**src/rtl/lbist_pkg.sv**
```systemverilog
package lbist_pkg;

  typedef enum logic [2:0] {
    ST_IDLE,
    ST_SHIFT,
    ST_CAPTURE,
    ST_FLUSH,
    ST_DONE
  } bistState_t;

  // strobes from control to datapath
  typedef struct packed {
    logic clearMisr;
    logic loadSeed;
    logic stepLfsr;
    logic compact;
    logic zeroIn;
  } dpStrobe_t;

endpackage

```
**src/rtl/lbist_ctrl.sv**
```systemverilog
module lbist_ctrl
  import lbist_pkg::*;
#(
  parameter int CHAIN_LEN     = 8,
  parameter int PATS_PER_SEED = 5,
  parameter int IDX_W         = 3
) (
  input  logic             clk,
  input  logic             rstN,
  input  logic             start,
  input  logic             seedZero,
  output dpStrobe_t        strobe,
  output logic [IDX_W-1:0] seedSel,
  output logic             scanEn,
  output logic             done
);

  localparam int BIT_W = $clog2(CHAIN_LEN + 1);
  localparam int PAT_W = $clog2(PATS_PER_SEED + 1);
  localparam logic [BIT_W-1:0] LAST_BIT = BIT_W'(CHAIN_LEN - 1);
  localparam logic [PAT_W-1:0] LAST_PAT = PAT_W'(PATS_PER_SEED - 1);

  bistState_t       state;
  logic [BIT_W-1:0] bitCnt;
  logic [PAT_W-1:0] patCnt;
  logic [IDX_W-1:0] seedIdx;
  logic             seenCapture;

  always_comb begin
    strobe  = '0;
    seedSel = '0;
    scanEn  = 1'b0;
    unique case (state)
      ST_IDLE, ST_DONE: begin
        if (start) begin
          strobe.clearMisr = 1'b1;
          strobe.loadSeed  = !seedZero;
        end
      end
      ST_SHIFT: begin
        scanEn          = 1'b1;
        strobe.stepLfsr = 1'b1;
        strobe.compact  = seenCapture;
      end
      ST_CAPTURE: begin
        if (patCnt == LAST_PAT) begin
          seedSel         = seedIdx + IDX_W'(1);
          strobe.loadSeed = !seedZero;
        end
      end
      ST_FLUSH: begin
        scanEn         = 1'b1;
        strobe.compact = 1'b1;
        strobe.zeroIn  = 1'b1;
      end
      default: ;
    endcase
  end

  always_ff @(posedge clk or negedge rstN) begin
    if (!rstN) begin
      state       <= ST_IDLE;
      bitCnt      <= '0;
      patCnt      <= '0;
      seedIdx     <= '0;
      seenCapture <= 1'b0;
    end else begin
      unique case (state)
        ST_IDLE, ST_DONE: begin
          if (start) begin
            state       <= seedZero ? ST_DONE : ST_SHIFT;
            bitCnt      <= '0;
            patCnt      <= '0;
            seedIdx     <= '0;
            seenCapture <= 1'b0;
          end
        end
        ST_SHIFT: begin
          if (bitCnt == LAST_BIT) begin
            bitCnt <= '0;
            state  <= ST_CAPTURE;
          end else begin
            bitCnt <= bitCnt + BIT_W'(1);
          end
        end
        ST_CAPTURE: begin
          seenCapture <= 1'b1;
          if (patCnt == LAST_PAT) begin
            patCnt <= '0;
            if (seedZero) begin
              state <= ST_FLUSH;
            end else begin
              seedIdx <= seedSel;
              state   <= ST_SHIFT;
            end
          end else begin
            patCnt <= patCnt + PAT_W'(1);
            state  <= ST_SHIFT;
          end
        end
        ST_FLUSH: begin
          if (bitCnt == LAST_BIT) begin
            bitCnt <= '0;
            state  <= ST_DONE;
          end else begin
            bitCnt <= bitCnt + BIT_W'(1);
          end
        end
        default: state <= ST_IDLE;
      endcase
    end
  end

  assign done = (state == ST_DONE);

endmodule

```
**src/rtl/lbist_datapath.sv**
```systemverilog
module lbist_datapath
  import lbist_pkg::*;
#(
  parameter int                NUM_CHAINS   = 4,
  parameter int                LFSR_W       = 16,
  parameter logic [LFSR_W-1:0] TAPS         = 16'hB400,
  parameter int                TABLE_DEPTH  = 4,
  parameter int                ACTIVE_SEEDS = 3,
  parameter logic [LFSR_W-1:0] SEED_BASE    = 16'hACE1,
  parameter logic [LFSR_W-1:0] SEED_STEP    = 16'h3D1B,
  parameter int                IDX_W        = 3
) (
  input  logic                  clk,
  input  logic                  rstN,
  input  dpStrobe_t             strobe,
  input  logic [IDX_W-1:0]      seedSel,
  input  logic                  done,
  input  logic [NUM_CHAINS-1:0] scanOut,
  input  logic [LFSR_W-1:0]     goldenSig,
  output logic [NUM_CHAINS-1:0] scanIn,
  output logic                  seedZero,
  output logic [LFSR_W-1:0]     signature,
  output logic                  pass
);

  logic [LFSR_W-1:0] seedRom [TABLE_DEPTH];
  logic [LFSR_W-1:0] seedVal;
  logic [LFSR_W-1:0] lfsr;
  logic [LFSR_W-1:0] misr;

  // seed table computed from parameters; zero past the live entries
  for (genvar g = 0; g < TABLE_DEPTH; g++) begin : gSeed
    if (g < ACTIVE_SEEDS) begin : gLive
      assign seedRom[g] = LFSR_W'(SEED_BASE + LFSR_W'(g) * SEED_STEP) | LFSR_W'(1);
    end else begin : gEnd
      assign seedRom[g] = '0;
    end
  end

  // selections beyond the table read as zero (end of table)
  always_comb begin
    seedVal = '0;
    for (int i = 0; i < TABLE_DEPTH; i++) begin
      if (seedSel == IDX_W'(i)) seedVal = seedRom[i];
    end
  end

  assign seedZero = (seedVal == '0);

  always_ff @(posedge clk or negedge rstN) begin
    if (!rstN) begin
      lfsr <= '0;
    end else if (strobe.loadSeed) begin
      lfsr <= seedVal;
    end else if (strobe.stepLfsr) begin
      lfsr <= {lfsr[LFSR_W-2:0], ^(lfsr & TAPS)};
    end
  end

  always_ff @(posedge clk or negedge rstN) begin
    if (!rstN) begin
      misr <= '0;
    end else if (strobe.clearMisr) begin
      misr <= '0;
    end else if (strobe.compact) begin
      misr <= {misr[LFSR_W-2:0], ^(misr & TAPS)} ^ LFSR_W'(scanOut);
    end
  end

  assign scanIn    = strobe.zeroIn ? '0 : lfsr[NUM_CHAINS-1:0];
  assign signature = misr;
  assign pass      = done && (misr == goldenSig);

endmodule

```
**src/rtl/reseed_lbist.sv**
```systemverilog
module reseed_lbist
  import lbist_pkg::*;
#(
  parameter int                NUM_CHAINS    = 4,
  parameter int                CHAIN_LEN     = 8,
  parameter int                PATS_PER_SEED = 5,
  parameter int                TABLE_DEPTH   = 4,
  parameter int                ACTIVE_SEEDS  = 3,
  parameter int                LFSR_W        = 16,
  parameter logic [LFSR_W-1:0] TAPS          = 16'hB400,
  parameter logic [LFSR_W-1:0] SEED_BASE     = 16'hACE1,
  parameter logic [LFSR_W-1:0] SEED_STEP     = 16'h3D1B
) (
  input  logic                  clk,
  input  logic                  rstN,
  input  logic                  start,
  input  logic [LFSR_W-1:0]     goldenSig,
  input  logic [NUM_CHAINS-1:0] scanOut,
  output logic                  scanEn,
  output logic [NUM_CHAINS-1:0] scanIn,
  output logic                  done,
  output logic                  pass,
  output logic [LFSR_W-1:0]     signature
);

  localparam int IDX_W = $clog2(TABLE_DEPTH + 1);

  dpStrobe_t        strobe;
  logic [IDX_W-1:0] seedSel;
  logic             seedZero;

  lbist_ctrl #(
    .CHAIN_LEN    (CHAIN_LEN),
    .PATS_PER_SEED(PATS_PER_SEED),
    .IDX_W        (IDX_W)
  ) u_ctrl (
    .clk     (clk),
    .rstN    (rstN),
    .start   (start),
    .seedZero(seedZero),
    .strobe  (strobe),
    .seedSel (seedSel),
    .scanEn  (scanEn),
    .done    (done)
  );

  lbist_datapath #(
    .NUM_CHAINS  (NUM_CHAINS),
    .LFSR_W      (LFSR_W),
    .TAPS        (TAPS),
    .TABLE_DEPTH (TABLE_DEPTH),
    .ACTIVE_SEEDS(ACTIVE_SEEDS),
    .SEED_BASE   (SEED_BASE),
    .SEED_STEP   (SEED_STEP),
    .IDX_W       (IDX_W)
  ) u_dp (
    .clk      (clk),
    .rstN     (rstN),
    .strobe   (strobe),
    .seedSel  (seedSel),
    .done     (done),
    .scanOut  (scanOut),
    .goldenSig(goldenSig),
    .scanIn   (scanIn),
    .seedZero (seedZero),
    .signature(signature),
    .pass     (pass)
  );

endmodule

```
**config.mk**
```make
export PLATFORM = sky130hd
export DESIGN_NAME = reseed_lbist
export DESIGN_NICKNAME = d
export VERILOG_FILES = /design/src/rtl/lbist_pkg.sv /design/src/rtl/lbist_ctrl.sv /design/src/rtl/lbist_datapath.sv /design/src/rtl/reseed_lbist.sv
export SDC_FILE = /design/constraint.sdc
export NUM_CORES = 1
export LEC_CHECK = 0
export ABC_AREA = 1
export BUFFER_PORTS_ARGS = -buffer_cell sky130_fd_sc_hd__buf_2
export CORE_MARGIN = 5
export CORE_UTILIZATION = 50
export DETAILED_ROUTE_END_ITERATION = 10
export GPL_TIMING_DRIVEN = 0
export HOLD_SLACK_MARGIN = 0.06
export PLACE_DENSITY = 0.85
export RECOVER_POWER = 25
export SYNTH_ARGS = -nofsm -noshare
export SYNTH_HDL_FRONTEND = slang
export SYNTH_SLANG_ARGS = --single-unit
```
**constraint.sdc**
```tcl
create_clock -name clk -period 1.53 [get_ports clk]
set_input_delay 0.153 -clock clk [delete_from_list [all_inputs] [get_ports clk]]
set_output_delay 0.153 -clock clk [all_outputs]
set_load 0.02 [all_outputs]
```
* After elaboration in Yosys (flattened, before gate mapping)
Index checks and enable logic that the tools add are counted.
** Storage, ports and cells
- Register bits :: 46
- Bits in latches :: 0
- RAM bits :: 0
- Memory bits (read-only) :: 0
- Bits of input ports :: 23
- Memories :: 0
** Cells by class
- Add/sub/neg operators :: 3
- Multiply operators :: 0
- Div/mod/pow operators :: 0
- Order comparisons :: 0
- Equal/unequal tests :: 15
- Shifts and indexed selects :: 0
- Multiplexer cells :: 37
- Bitwise operators :: 1
- Reductions and logical operators :: 17
** Operator list (count)
- two-way mux 16 bit :: 8
- parity 16 bit :: 2
- two-way mux 3 bit :: 10
- equality test 16 bit :: 1
- logical NOT 16 bit :: 1
- XOR 16 x 4 -> 16 bit :: 1
- equality test 3 x 2 -> 1 bit, second input constant :: 4
- two-way mux 4 bit :: 3
- one-hot mux 3 bit (2 select lines) :: 2
- one-hot mux 3 bit (4 select lines) :: 1
- one-hot mux 4 bit (2 select lines) :: 1
- nonzero test 2 bit :: 4
- adder 3 x 1 -> 3 bit, second input constant :: 2
- equality test 3 x 1 -> 1 bit, second input constant :: 2
- equality test 3 bit, second input constant :: 2
- logical NOT 3 bit :: 2
- two-way mux 1 bit :: 6
- two-way mux 2 bit :: 3
- inequality test 2 x 1 -> 1 bit, second input constant :: 3
- one-hot mux 1 bit (2 select lines) :: 3
- adder 4 x 1 -> 4 bit, second input constant :: 1
- equality test 4 x 3 -> 1 bit, second input constant :: 1
- inequality test 2 bit, second input constant :: 2
- AND reduction 2 bit :: 2
- other kinds (5) :: 6

* Logic depth before layout (Yosys ltp)
- Depth after elaboration :: 13
- Mapped depth :: 11

* By module
A second synthesis with hierarchy kept.
** Second synthesis, totals
- Cells, all modules :: 333
- Area, all modules :: 2543.7 um^2
** By module, submodules not included
- lbist_datapath :: instances 1, cells an instance 224, area an instance 1726.7 um^2, sequential area each 800.8 um^2
- lbist_ctrl :: instances 1, cells an instance 109, area an instance 817.0 um^2, sequential area each 350.3 um^2

* Least setup slack after synthesis
Ideal clock, no wire load.
- Kind :: register to output
- From :: register u_ctrl.state[0]
- To :: output pass
- Arrival time :: 1.559 ns
- Data required time :: 1.377 ns
- Path slack :: -0.182 ns
- Stages on the path, launching flop included :: 8
- Cell sequence :: dfrtp_1 -> nor2_1 -> inv_1 -> nor2_1 -> nand2_1 -> nor3_1 -> nand3_1 -> nor2_1
** On the way
- Cells in the longest elaborated chain, start to end :: 2
** Ends and longest elaborated chain
- from (decl) :: RTL line lbist_ctrl.sv:23 : bistState_t state;
- from (signal assigned) :: RTL line lbist_ctrl.sv:71 : state <= seedZero ? ST_DONE : ST_SHIFT;
- equality test 3 bit :: RTL line lbist_ctrl.sv:114 : assign done = (state == ST_DONE);
- net done :: RTL line reseed_lbist.sv:21 : output logic done,
- logical AND 1 bit :: RTL line lbist_datapath.sv:72 : assign pass = done && (misr == goldenSig);
- to (decl) :: RTL line reseed_lbist.sv:22 : output logic pass,
The timed path passes the listed nets, and every way through them passes these cells.

* Worst setup path in the final report
- From :: register u_ctrl.state[1]
- To :: output pass
** On the way
- Cells in the longest elaborated chain, start to end :: 2
** Ends and longest elaborated chain (RTL line)
- equality test 3 bit :: lbist_ctrl.sv:114
- logical AND 1 bit :: lbist_datapath.sv:72
Every way passes these cells.

==> flow_metrics.env <==
export IMPL_multi_input_area_um2=1410
export IMPL_rsz0062_at_grt="true"
export IMPL_clkSinkCount=46
export IMPL_drc=0
export IMPL_via_count=2511
export IMPL_setup_viol=30
export IMPL_syn_nets=328
export IMPL_nNetsFinal=413
export IMPL_drv_cap=0
export IMPL_layout_drive_gt1_share=0.380
export IMPL_regArea_um2=1150
export IMPL_dp_hpwl_um=3950
export IMPL_leakage_nw=1.71
export IMPL_cp_top_family="simple AND/OR/NAND/NOR gates"
export IMPL_finalCritPeriodShare=1.15
export IMPL_violations="negative setup slack"
export IMPL_worstPathRequired_ns=1.38
export IMPL_slew_violations=0
export IMPL_grt_util_all_layers=0.218
export IMPL_ctsHtreeMaxLevel=2
export IMPL_clock_latency_ns=0.31
export IMPL_n_fill_cell=312
export IMPL_fin_tns_setup_ns=-3.10
export IMPL_setup_slack_ns=-0.229
export IMPL_tritoncts="done"
export IMPL_layout_common_cells="72 x nand2_1, 43 x dfrtp_1, 35 x buf_2, 27 x inv_1, 26 x buf_4"
export IMPL_grt_pass1_wl_um=10800
export IMPL_worstSetupStartpointType="flip-flop"
export IMPL_fin_cells=454
export IMPL_root_buffer="clkbuf_8"
export IMPL_antenna_found_initial=0
export IMPL_rows=25
export IMPL_placed_cell_area_um2=2790
export IMPL_relSlewSlack=0.315
export IMPL_tightest_slew_ns=1.03
export IMPL_clkTransAtPathRegs_ns=0.09
export IMPL_synth_cell_types=28
export IMPL_postRouteAntennaNets=0
export IMPL_area_delta_synth_final_pct=39.3
export IMPL_viasPerCell=5.53
export IMPL_final_common_cell="nand2_1"
export IMPL_cts_inserted_buffers=5
export IMPL_crit_path_end_kind="output pin"
export IMPL_ys_ff_latch=46
export IMPL_portBuffers=45
export IMPL_die_width_um=80.2
export IMPL_grt_max_degree=47
export IMPL_gr_total_overflow=0
export IMPL_worstPathCellList="nor2_4, inv_2, nor2_4, nand2_1, nor3_2, nand3_1, nor2_2, buf_6"
export IMPL_placed_cells=413
export IMPL_initial_utilization=0.519
export IMPL_wl_per_cell_um=16.6
export IMPL_pin_count=46
export IMPL_wirelength_um=7550
export IMPL_path_class="reg2out"
export IMPL_syn_inst=301
export IMPL_drt_iter0_markers=284
export IMPL_fin_crit_ns=1.76
export IMPL_cp_slowest_cell="dfrtp_2"
export IMPL_critPathMaxStageDelay_ns=0.45
export IMPL_fin_skew_ns=0.00828
export IMPL_ys_warn_count=0
export IMPL_firstDrtPassIters=4
export IMPL_power_mw=7.76
export IMPL_cp_num_buf_inv=2
export IMPL_status="finished, violations left"
export IMPL_place_congestion=0.826
export IMPL_finalHoldViolCount=0
export IMPL_cp_max_fo=2
export IMPL_hp_class="in2reg"
export IMPL_core_area_um2=4750
export IMPL_design_area_um2=3440
export IMPL_grt_pass1_vias=2391
export IMPL_seq_area_frac_synth=0.467
export IMPL_syn_area_um2=2470
export IMPL_cp_arrival_ns=1.61
export IMPL_die_h_um=80.2
export IMPL_die_area_um2=6440
export IMPL_timing_critical_path_mode_cell="nor2_4"
export IMPL_clock_path_buffers=2
export IMPL_max_freq_mhz=569
export IMPL_hold_worst_slack_ns=0.142
export IMPL_antennaDiodeCount=0
export IMPL_ir_worst_vdd_uv=1020
export IMPL_powerDensity_nw_per_um2=2260
export IMPL_syn_mean_instance_area_um2=8.20
## cells by family after synthesis
| kind of cell | Yosys count | share of synthesized area |
|---|---|---|
| compound gates | 45 | 0.104 |
| xor+xnor | 22 | 0.0781 |
| fa+ha+maj | 4 | 0.0203 |
| buf+inv | 45 | 0.0761 |
| flops | 46 | 0.467 |
| simple gates | 139 | 0.255 |
## Yosys cell counts
master | instances | area [um2]
nor2_2 | 1 | 6.26
o22ai_1 | 13 | 81.3
a22o_1 | 2 | 17.5
nor3_2 | 1 | 10.0
nor2_4 | 1 | 11.3
buf_2 | 3 | 15.0
dfrtp_1 | 46 | 1150
o221ai_1 | 1 | 8.76
buf_6 | 1 | 11.3
nand3_2 | 2 | 20.0
nand4_1 | 2 | 12.5
nand3_4 | 1 | 17.5
xor2_1 | 8 | 70.1
ha_1 | 4 | 50.1
inv_8 | 1 | 11.3
o21ai_0 | 19 | 95.1
inv_1 | 31 | 116
nand2_8 | 1 | 20.0
nor3_1 | 4 | 20.0
nand3_1 | 9 | 45.0
xnor2_1 | 14 | 123
inv_2 | 9 | 33.8
nand2_2 | 11 | 68.8
nor2_1 | 23 | 86.3
nand2_1 | 83 | 312
a21oi_2 | 1 | 8.76
a21oi_1 | 6 | 30.0
o21ai_1 | 3 | 15.0
## metrics by stage
step,util,setup slack [ns]
2_1_floorplan,-,0.0208
3_3_place_gp,0.586,-0.106
3_5_place_dp,0.586,-0.128
4_1_cts,0.666,-0.260
5_1_grt,0.723,-0.295
6_report,0.723,-0.229
## tightest hold or removal path, delay by kind of cell
| family | cells | cell delay, ns |
|---|---|---|
| xor gates and xnor gates | 1 | 0.11 |
| AOI/OAI and AO/OA | 1 | 0.07 |
| buffers and inverters | 1 | 0.09 |
## path summary, 6_finish.rpt
kind | endpoint | start | cells after the start | slack (ns)
hold / removal | u_dp.signature[2] | scanOut[2] | 3 | 0.14
max in group asynchronous | u_ctrl.state[2] | rstN | 2 | 0.27
min in group asynchronous | u_ctrl.bitCnt[1] | rstN | 2 | 0.56
setup / recovery | pass | u_ctrl.state[1] | 8 | -0.23
hold reg to reg | u_dp.lfsr[1] | u_dp.lfsr[0] | 2 | 0.52
setup reg to reg | u_dp.lfsr[15] | u_ctrl.state[1] | 10 | -0.17
## timing repair
item	CTS	global route
hold endpoints to repair	46	0
setup buffers	15	15
hold buffers	1	0
pin swaps	12	18
cloned	2	1
gates resized for setup	41	45
setup endpoints to repair	34	38
## registers in the layout, summed over array words and instances, names as in the netlist
name	count
u_dp.lfsr	16
u_ctrl.seenCapture	1
u_ctrl.patCnt	3
u_ctrl.bitCnt	4
u_ctrl.seedIdx	3
u_dp.signature	16
u_ctrl.state	3
## area by class of cell
class / count / share of cell area
Timing Repair Buffer: 76 / 0.138
Sequential cell: 46 / 0.336
Tap cell: 67 / 0.0244
Clock buffer: 7 / 0.0251
Clock inverter: 1 / 0.00146
Multi-Input combinational cell: 212 / 0.411
Buffer: 4 / 0.0102
Inverter: 41 / 0.0542
## power breakdown
group          switching, mW  leakage, nW  internal, mW
Combinational           2.93         1.07          1.82
Sequential             0.476        0.595          1.74
Clock                  0.423       0.0482         0.365
Total                   3.83         1.71          3.93
## layer usage
layer / wire, um / GRT usage
met1: 2860 / 0.244
met2: 3900 / 0.383
met3: 526 / 0.0516
met4: 254 / 0.111
met5: 0 / 0
(Power assumes the default switching activity.)
